**src/rtl/ctlreg_pkg.sv**
```systemverilog
package ctlreg_pkg;
  typedef enum logic [1:0] {
    OP_ADDR  = 2'd0,
    OP_DATA  = 2'd1,
    OP_READ  = 2'd2,
    OP_WRITE = 2'd3
  } op_e;

  localparam int NUM_OPS = 4;
  localparam int OFS_W = 8;
  localparam logic [OFS_W-1:0] OFS_VALUE  = 8'h0C;
  localparam logic [OFS_W-1:0] OFS_RESULT = 8'h10;
  localparam logic [OFS_W-1:0] OFS_TRIG0  = 8'h14;

  // Trigger offsets are spaced one word apart, in operation order.
  function automatic logic [OFS_W-1:0] trig_ofs(input int idx);
    return OFS_TRIG0 + OFS_W'(4 * idx);
  endfunction
endpackage

```
**src/rtl/ctlreg_host_if.sv**
```systemverilog
module ctlreg_host_if
  import ctlreg_pkg::*;
#(
  parameter int BUS_AW = 8,
  parameter int BUS_DW = 32,
  parameter int PHY_DW = 16
) (
  input  logic              clk,
  input  logic              rst_n,
  input  logic              bus_we,
  input  logic [BUS_AW-1:0] bus_addr,
  input  logic [BUS_DW-1:0] bus_wdata,
  input  logic              busy,
  input  op_e               cur_op,
  input  logic [PHY_DW-1:0] result,
  output logic [BUS_DW-1:0] value_q,
  output logic              start,
  output op_e               start_op,
  output logic [BUS_DW-1:0] bus_rdata
);
  localparam int PAD = BUS_DW - PHY_DW;

  logic [NUM_OPS-1:0] trig_hit;
  logic [NUM_OPS-1:0] trig_live;

  always_ff @(posedge clk or negedge rst_n) begin
    if (!rst_n) begin
      value_q <= '0;
    end else if (bus_we && bus_addr == BUS_AW'(OFS_VALUE)) begin
      value_q <= bus_wdata;
    end
  end

  for (genvar g = 0; g < NUM_OPS; g++) begin : g_trig
    assign trig_hit[g]  = bus_we && (bus_addr == BUS_AW'(trig_ofs(g)));
    assign trig_live[g] = busy && (cur_op == op_e'(g));
  end

  always_comb begin
    start    = 1'b0;
    start_op = OP_ADDR;
    for (int i = 0; i < NUM_OPS; i++) begin
      if (trig_hit[i] && bus_wdata[0] && !busy) begin
        start    = 1'b1;
        start_op = op_e'(2'(i));
      end
    end
  end

  always_comb begin
    bus_rdata = '0;
    if (bus_addr == BUS_AW'(OFS_VALUE)) begin
      bus_rdata = value_q;
    end else if (bus_addr == BUS_AW'(OFS_RESULT)) begin
      bus_rdata = {{PAD{1'b0}}, result};
    end else begin
      for (int i = 0; i < NUM_OPS; i++) begin
        if (bus_addr == BUS_AW'(trig_ofs(i))) begin
          bus_rdata = {{(BUS_DW-1){1'b0}}, trig_live[i]};
        end
      end
    end
  end

  AST_NO_START_WHEN_BUSY: assert property (@(posedge clk) disable iff (!rst_n)
    busy |-> !start);
  AST_NO_START_BIT0_CLEAR: assert property (@(posedge clk) disable iff (!rst_n)
    (bus_we && !bus_wdata[0]) |-> !start);
endmodule

```
**src/rtl/ctlreg_op_seq.sv**
```systemverilog
module ctlreg_op_seq
  import ctlreg_pkg::*;
(
  input  logic               clk,
  input  logic               rst_n,
  input  logic               start,
  input  op_e                start_op,
  input  logic               phy_ack,
  output logic               busy,
  output op_e                cur_op,
  output logic [NUM_OPS-1:0] strobe,
  output logic               rd_done
);
  always_ff @(posedge clk or negedge rst_n) begin
    if (!rst_n) begin
      busy   <= 1'b0;
      cur_op <= OP_ADDR;
    end else if (busy) begin
      if (phy_ack) busy <= 1'b0;
    end else if (start) begin
      busy   <= 1'b1;
      cur_op <= start_op;
    end
  end

  for (genvar g = 0; g < NUM_OPS; g++) begin : g_strobe
    assign strobe[g] = busy && (cur_op == op_e'(g));
  end

  assign rd_done = busy && phy_ack && (cur_op == OP_READ);

  AST_ONE_STROBE: assert property (@(posedge clk) disable iff (!rst_n)
    $onehot0(strobe));
  AST_HOLD_UNTIL_ACK: assert property (@(posedge clk) disable iff (!rst_n)
    (busy && !phy_ack) |=> (busy && $stable(strobe)));
  AST_RELEASE_ON_ACK: assert property (@(posedge clk) disable iff (!rst_n)
    (busy && phy_ack) |=> (strobe == '0));
  AST_IDLE_ACK_IGNORED: assert property (@(posedge clk) disable iff (!rst_n)
    (!busy && !start) |=> (strobe == '0));
endmodule

```
**src/rtl/ctlreg_rd_hold.sv**
```systemverilog
module ctlreg_rd_hold #(
  parameter int PHY_DW = 16
) (
  input  logic              clk,
  input  logic              rst_n,
  input  logic              rd_done,
  input  logic [PHY_DW-1:0] phy_rdata,
  output logic [PHY_DW-1:0] result
);
  always_ff @(posedge clk or negedge rst_n) begin
    if (!rst_n) begin
      result <= '0;
    end else if (rd_done) begin
      result <= phy_rdata;
    end
  end

  AST_RESULT_HOLDS: assert property (@(posedge clk) disable iff (!rst_n)
    !rd_done |=> $stable(result));
endmodule

```
**src/rtl/ctlreg_bridge.sv**
```systemverilog
module ctlreg_bridge
  import ctlreg_pkg::*;
#(
  parameter int BUS_AW = 8,
  parameter int BUS_DW = 32,
  parameter int PHY_DW = 16
) (
  input  logic              clk,
  input  logic              rst_n,
  input  logic              bus_we,
  input  logic [BUS_AW-1:0] bus_addr,
  input  logic [BUS_DW-1:0] bus_wdata,
  output logic [BUS_DW-1:0] bus_rdata,
  output logic [PHY_DW-1:0] phy_din,
  output logic              phy_cap_addr,
  output logic              phy_cap_data,
  output logic              phy_rd,
  output logic              phy_wr,
  input  logic              phy_ack,
  input  logic [PHY_DW-1:0] phy_rdata
);
  logic               busy;
  op_e                cur_op;
  logic               start;
  op_e                start_op;
  logic [NUM_OPS-1:0] strobe;
  logic               rd_done;
  logic [PHY_DW-1:0]  result;
  logic [BUS_DW-1:0]  value_q;

  ctlreg_host_if #(.BUS_AW(BUS_AW), .BUS_DW(BUS_DW), .PHY_DW(PHY_DW)) u_host (
    .clk(clk), .rst_n(rst_n), .bus_we(bus_we), .bus_addr(bus_addr),
    .bus_wdata(bus_wdata), .busy(busy), .cur_op(cur_op), .result(result),
    .value_q(value_q), .start(start), .start_op(start_op), .bus_rdata(bus_rdata)
  );

  ctlreg_op_seq u_seq (
    .clk(clk), .rst_n(rst_n), .start(start), .start_op(start_op),
    .phy_ack(phy_ack), .busy(busy), .cur_op(cur_op), .strobe(strobe),
    .rd_done(rd_done)
  );

  ctlreg_rd_hold #(.PHY_DW(PHY_DW)) u_hold (
    .clk(clk), .rst_n(rst_n), .rd_done(rd_done), .phy_rdata(phy_rdata),
    .result(result)
  );

  assign phy_din      = value_q[PHY_DW-1:0];
  assign phy_cap_addr = strobe[OP_ADDR];
  assign phy_cap_data = strobe[OP_DATA];
  assign phy_rd       = strobe[OP_READ];
  assign phy_wr       = strobe[OP_WRITE];

  AST_PHY_LINES_FOLLOW_VALUE: assert property (@(posedge clk) disable iff (!rst_n)
    (bus_we && bus_addr == BUS_AW'(OFS_VALUE)) |=> (phy_din == $past(bus_wdata[PHY_DW-1:0])));
endmodule

```
**config.mk**
```make
export PLATFORM = sky130hd
export DESIGN_NAME = ctlreg_bridge
export DESIGN_NICKNAME = d
export VERILOG_FILES = /design/src/rtl/ctlreg_pkg.sv /design/src/rtl/ctlreg_host_if.sv /design/src/rtl/ctlreg_op_seq.sv /design/src/rtl/ctlreg_rd_hold.sv /design/src/rtl/ctlreg_bridge.sv
export SDC_FILE = /design/constraint.sdc
export NUM_CORES = 1
export LEC_CHECK = 0
export BUFFER_PORTS_ARGS = -buffer_cell sky130_fd_sc_hd__buf_2
export CAP_MARGIN = 20
export CORE_MARGIN = 3
export CORE_UTILIZATION = 53
export CTS_BUF_LIST = sky130_fd_sc_hd__clkbuf_4 sky130_fd_sc_hd__clkbuf_8
export DETAILED_ROUTE_END_ITERATION = 7
export HOLD_SLACK_MARGIN = 0.05
export PLACE_DENSITY_LB_ADDON = 0.12
export SLEW_MARGIN = 10
export SYNTH_ARGS = -nofsm -noshare
export SYNTH_HDL_FRONTEND = slang
export SYNTH_SLANG_ARGS = --single-unit
```
**constraint.sdc**
```tcl
create_clock -name clk -period 4.2 [get_ports clk]
set_clock_uncertainty 0.05 [all_clocks]
set_input_delay 0.84 -clock clk [delete_from_list [all_inputs] [get_ports clk]]
set_output_delay 0.84 -clock clk [all_outputs]
set_load 0.03 [all_outputs]
```
Word level (Yosys, flattened, before mapping)
Index checks and enable logic that the tools add are counted.
{"block": "totals", "output_inout_bits": 52, "reg_bits": 51, "inputBits": 60}
{"block": "op_classes", "n_reduce_logical": 22, "n_mux": 16, "bitwise_logic": 1, "eq_ne": 9}
{"operator": "two-way mux 32 bit", "count": 2}
{"operator": "equality test 8 x 5 -> 1 bit (second input constant)", "count": 4}
{"operator": "logical AND 1 bit", "count": 19}
{"operator": "two-way mux 1 bit", "count": 12}
{"operator": "equality test 8 x 4 -> 1 bit (second input constant)", "count": 1}
{"operator": "equality test 8 x 6 -> 1 bit (second input constant)", "count": 1}
{"operator": "equality test 2 bit (second input constant)", "count": 2}
{"operator": "two-way mux 2 bit", "count": 2}
{"operator": "equality test 2 x 1 -> 1 bit (second input constant)", "count": 1}
{"operator": "logical NOT 2 bit", "count": 1}
{"operator": "AND reduction 2 bit", "count": 1}
{"operator": "logical NOT 1 bit", "count": 1}
{"operator": "NOT 1 bit", "count": 1}

Depth between registers and ports, before layout
{"block": "logic_depth", "depth_word": 10, "ltp_mapped": 6, "mapped_depth_nobuf": 4}

Cells and area by module
Synthesis repeated with hierarchy kept, for this count alone.
{"block": "unflattened", "cells_unflattened": 178, "area_unflattened_um2": 2565.0}
{"mod": "ctlreg_host_if", "area_per_inst_um2": 1759.2, "n_inst": 1, "seq_area_each_um2": 800.8, "cells_per_inst": 130}
{"mod": "ctlreg_rd_hold", "area_per_inst_um2": 649.4, "n_inst": 1, "seq_area_each_um2": 400.4, "cells_per_inst": 34}
{"mod": "ctlreg_op_seq", "area_per_inst_um2": 156.4, "n_inst": 1, "seq_area_each_um2": 75.1, "cells_per_inst": 14}

Least setup slack after synthesis
No wires, ideal clock.
{"block": "synth_path", "kind": "input -> output", "startpoint": "input port bus_addr[7]", "endpoint": "output port bus_rdata[10]", "path_stages": 5, "setup_slack_ns": 0.821, "t_arrival_ns": 2.489, "cell_sequence": "or4_1 buf_2 nor4_4 clkbuf_1 a22o_1"}
{"block": "synth_between", "elab_chain_len": 3}
{"element": "from (decl)", "line": "ctlreg_bridge.sv:11", "text": "input logic [BUS_AW-1:0] bus_addr,"}
{"element": "equality test 8 x 5 -> 1 bit", "line": "ctlreg_host_if.sv:54", "text": "end else if (bus_addr == BUS_AW'(OFS_RESULT)) begin"}
{"element": "two-way mux 32 bit", "line": "ctlreg_host_if.sv:54"}
{"element": "two-way mux 32 bit *", "line": "ctlreg_host_if.sv:52", "text": "if (bus_addr == BUS_AW'(OFS_VALUE)) begin"}
{"element": "to (decl)", "line": "ctlreg_bridge.sv:13", "text": "output logic [BUS_DW-1:0] bus_rdata,"}
Mark *: on every way between the ends. The rest lies on a longest branch, timed or not.

Final worst setup path
{"block": "layout_path", "startpoint": "input port bus_addr[7]", "endpoint": "output port bus_rdata[13]"}
The elaborated chain is that of the path after synthesis.

==> impl_summary.md <==
Setup path
Traced cell by cell, the critical path runs through buf_2 > or4_1 > nor4_4 > buf_4 > a22o_1 > buf_2. The cell occurring most often along the worst timing path is sky130_fd_sc_hd__buf_2. The element type at the critical path start is an input port.

The endpoint class of the critical path is a primary output. The worst-case register-to-register setup slack is 2.37 ns. The endpoint required time on the critical path is 3.31 ns. The critical path's slowest cell is sky130_fd_sc_hd__or4_1.

The critical path in this run is classified as input port to primary output. The delay of the slowest cell on the worst path is 0.67 ns. The largest fanout of any net on the critical path is 13.

STA puts the critical path data arrival time at 2.51 ns.

Yosys
The post-synth net total is 256. The cell type contributing the most total cell area after synthesis is sky130_fd_sc_hd__dfrtp_1. The total number of yosys warnings is 0. The primary flip-flop cell chosen by synthesis mapping is sky130_fd_sc_hd__dfrtp_1. The total standard cell area after synthesis is 2601 sq um. A synthesized cell averages 13.27 sq um. The synthesized netlist contains 33 unique library cells. For this run, the register share of the synthesized area comes to 49.06%. The number of flops mapped to enable cells by yosys is 0.

The share of the synthesized area in the top cell type is 49.06%. Among all cell types in the netlist, the one instantiated most often is sky130_fd_sc_hd__dfrtp_1. After synthesis, the cell types taking the most area are sky130_fd_sc_hd__dfrtp_1, sky130_fd_sc_hd__mux2_4, sky130_fd_sc_hd__mux2_2, sky130_fd_sc_hd__a22o_1, sky130_fd_sc_hd__buf_4.

The post-synthesis async set-or-reset flop share is 100.0%. Ranked by instance count, the synthesized netlist is headed by sky130_fd_sc_hd__dfrtp_1, sky130_fd_sc_hd__mux2_4, sky130_fd_sc_hd__mux2_2. The flip-flop and latch count after synthesis is 51. The synthesized netlist cell count is 196.

Die
Pin placement for this block handled 112 I/O pins. Measured along the y axis, the die boundary spans 76.06 microns. After floorplanning, the core was divided into 24 placement rows. The total die area is 5784 sq um. The initial core utilization is 57.37%.

The core box area is 4534 sq um. The overall die width is 76.06 microns.

Timing
The relative slew slack is 49.24%. Setup total negative slack on the finished layout was measured at 0 ns. The count of pins over their slew limit is 0. The number of hold violations in the final report is 0. Setup repair after global routing left no endpoint under its margin.

The period utilization is 80.95%. The shortest period the worst path allows is 3.400 ns. The maximum frequency from static timing analysis is 294.1 MHz. At the pin with the least slew margin, the transition time is 0.7596 ns. The setup-violating endpoint count in the final report is 0.

Layout
The register area is 1276 sq um. The number of nets in the finished design is 353. The area added between synthesis and finish is 22.94%. Of the cells placed in the final design, the portion with a size suffix greater than 1 is 59.18%. Counting the fill cells in the layout gives 326. The antenna cell count is 0.

Measured on the finished design, the core utilization comes to 70.53%. The finished layout holds 359 standard cells, fillers aside. The area of combinational cells with multiple inputs is 1140 sq um.

Global route
The residual overflow from global routing is 0. Global routing consumed, over all layers together, 19.59% of the routing resources. Entering global routing, the biggest net connects 52 pins.

The number of antenna violations at the first check in global routing was 0. The number of global-route vias before repair is 1813. The global-route wire length before repair is 9183 microns.

Power
The power share of the clock group is 33.1%. The combinational power share is 10.7%. The internal cell power is 0.0007156 W. The power dissipated by switching net loads is 0.0002129 W. In this run the static leakage power is 1.881 nW. Across the VDD grid, the largest voltage drop is 0.0002077 V.

The share of total power dissipated in sequential elements is 56.2%. The power density relative to cell area is 290.3 nW/um^2. The total power consumption of the routed design is 0.0009285 W.

The proportion of total power due to net switching is 22.93%.

Clock tree
The H-tree was split into 2 levels. The clock tree root buffer cell is sky130_fd_sc_hd__clkbuf_8. The clock-pin slew on the worst setup and hold paths is 0.09 ns. The clock reaches the later pin of the worst-skew pair after 0.29 ns. The number of hold buffers added after CTS is 0. The number of gates resized after CTS was 0. The clock sink count is 51. Once the clock tree was built, the setup fixing pass inserted 0 buffers. In this run the deepest clock path goes through 2 buffers. The CTS tree is built. The number of buffers created by CTS is 5.

Place
The weighted congestion at the end of routability-driven global placement is 0.9089. Including well taps, the total number of placed cells is 351. Once detailed placement completed, the half-perimeter wirelength came to 4113 microns. The number of I/O port buffers is 111.

Worst hold path
The worst hold path belongs to the class flop to flop.

Drt
The count of nets left with antenna violations once routing finished came out at 0. The total vias in the final route is 1845. In the routed layout, each cell is associated on average with a via count of 5.139. The average routed wire per standard cell is 15.61 microns. Summed over all layers, the routed wires come to 5604 microns. After detailed routing, the number of remaining DRC violations is 0. The detailed router's first-iteration violation count is 82. For this run, the detailed router's first-pass iteration total came to 4.

Status
The flow ran to the end, and the final reports show no timing, DRC or antenna violations.

Flow run
The total of max-cap violations is 0.
## cell type report
cell class	count	area share, %
tap	65	2.543
sequential	51	39.91
clock buffer	8	3.247
inverter	1	0.1174
timing repair buffer	116	18.54
multi-input combinational	118	35.64
## cell families after synthesis
logic type / synth area share, %
flip-flops: 49.06
AO/OA/AOI/OAI: 7.552
multiplexers: 25.11
AND/OR/NAND/NOR: 11.16
buffers and inverters: 7.119
## routing by layer
layer  up-vias  routed length [microns]  share of wire, %  GRT usage [%]
li1        878                        -                 -              -
met1       880                     2514                45          25.37
met2        77                     2549                45          30.85
met3        10                      425               7.6          6.501
met4         0                      114               2.0          7.065
met5         -                        0                 0              0
## power groups by stage
stage	Combinational (W)	Clock (W)	Sequential [W]
after global placement	0.0000991	0	0.000531
after detailed placement	0.000100	0	0.000532
final	0.0000993	0.000307	0.000522
after CTS	0.000101	0.000317	0.000522
after global routing	0.000108	0.000340	0.000525
after floorplan	0.0000600	0	0.000528
## path summary, 6_finish.rpt
check                                                  to  cells after the start                            from
max                                         bus_rdata[13]                      6                     bus_addr[7]
min                        u_host.value_q[30]$_DFFE_PN0P_                      1  u_host.value_q[30]$_DFFE_PN0P_
max reg2reg                  u_hold.result[2]$_DFFE_PN0P_                      3     u_seq.cur_op[1]$_DFFE_PN0P_
min reg2reg                u_host.value_q[30]$_DFFE_PN0P_                      1  u_host.value_q[30]$_DFFE_PN0P_
max in group asynchronous   u_host.value_q[6]$_DFFE_PN0P_                      2                           rst_n
min in group asynchronous   u_host.value_q[4]$_DFFE_PN0P_                      2                           rst_n
## per-stage QoR
stage	hold WS [ns]	area, sq um	setup WS (ns)
after floorplan	0.4229	2601	0.8213
after detailed placement	0.4331	3094	0.7870
after CTS	0.4576	3198	0.7807
final	0.4539	3198	0.8000
after global routing	0.4674	3198	0.6883
after global placement	0.4306	3094	0.8019
## flip-flops by register name, indices dropped and copies added, names as in the netlist
signal	cells
u_seq.cur_op	2
u_seq.busy	1
u_host.value_q	32
u_hold.result	16
## layout by cell type, fill, tap and decap left out, types with 2 or more instances in the layout
cell	instances
sky130_fd_sc_hd__nand3_1	4
sky130_fd_sc_hd__nor2b_1	3
sky130_fd_sc_hd__buf_2	111
sky130_fd_sc_hd__or4_1	2
sky130_fd_sc_hd__a22o_1	15
sky130_fd_sc_hd__nor3_1	3
sky130_fd_sc_hd__nand2_1	4
sky130_fd_sc_hd__mux2_2	18
sky130_fd_sc_hd__dfrtp_1	51
sky130_fd_sc_hd__and2_1	16
sky130_fd_sc_hd__clkbuf_8	7
sky130_fd_sc_hd__and3_1	2
sky130_fd_sc_hd__buf_4	5
sky130_fd_sc_hd__a21o_1	2
sky130_fd_sc_hd__mux2_4	30
sky130_fd_sc_hd__a21oi_1	2
sky130_fd_sc_hd__nor2_1	3
## critical path, delay by kind of cell
family / cells / cell delay [ns]
AOI/OAI and AO/OA: 1 / 0.17
and+or+nand+nor: 2 / 0.94
buffers and inverters: 3 / 0.55
(Power assumes the default switching activity.)
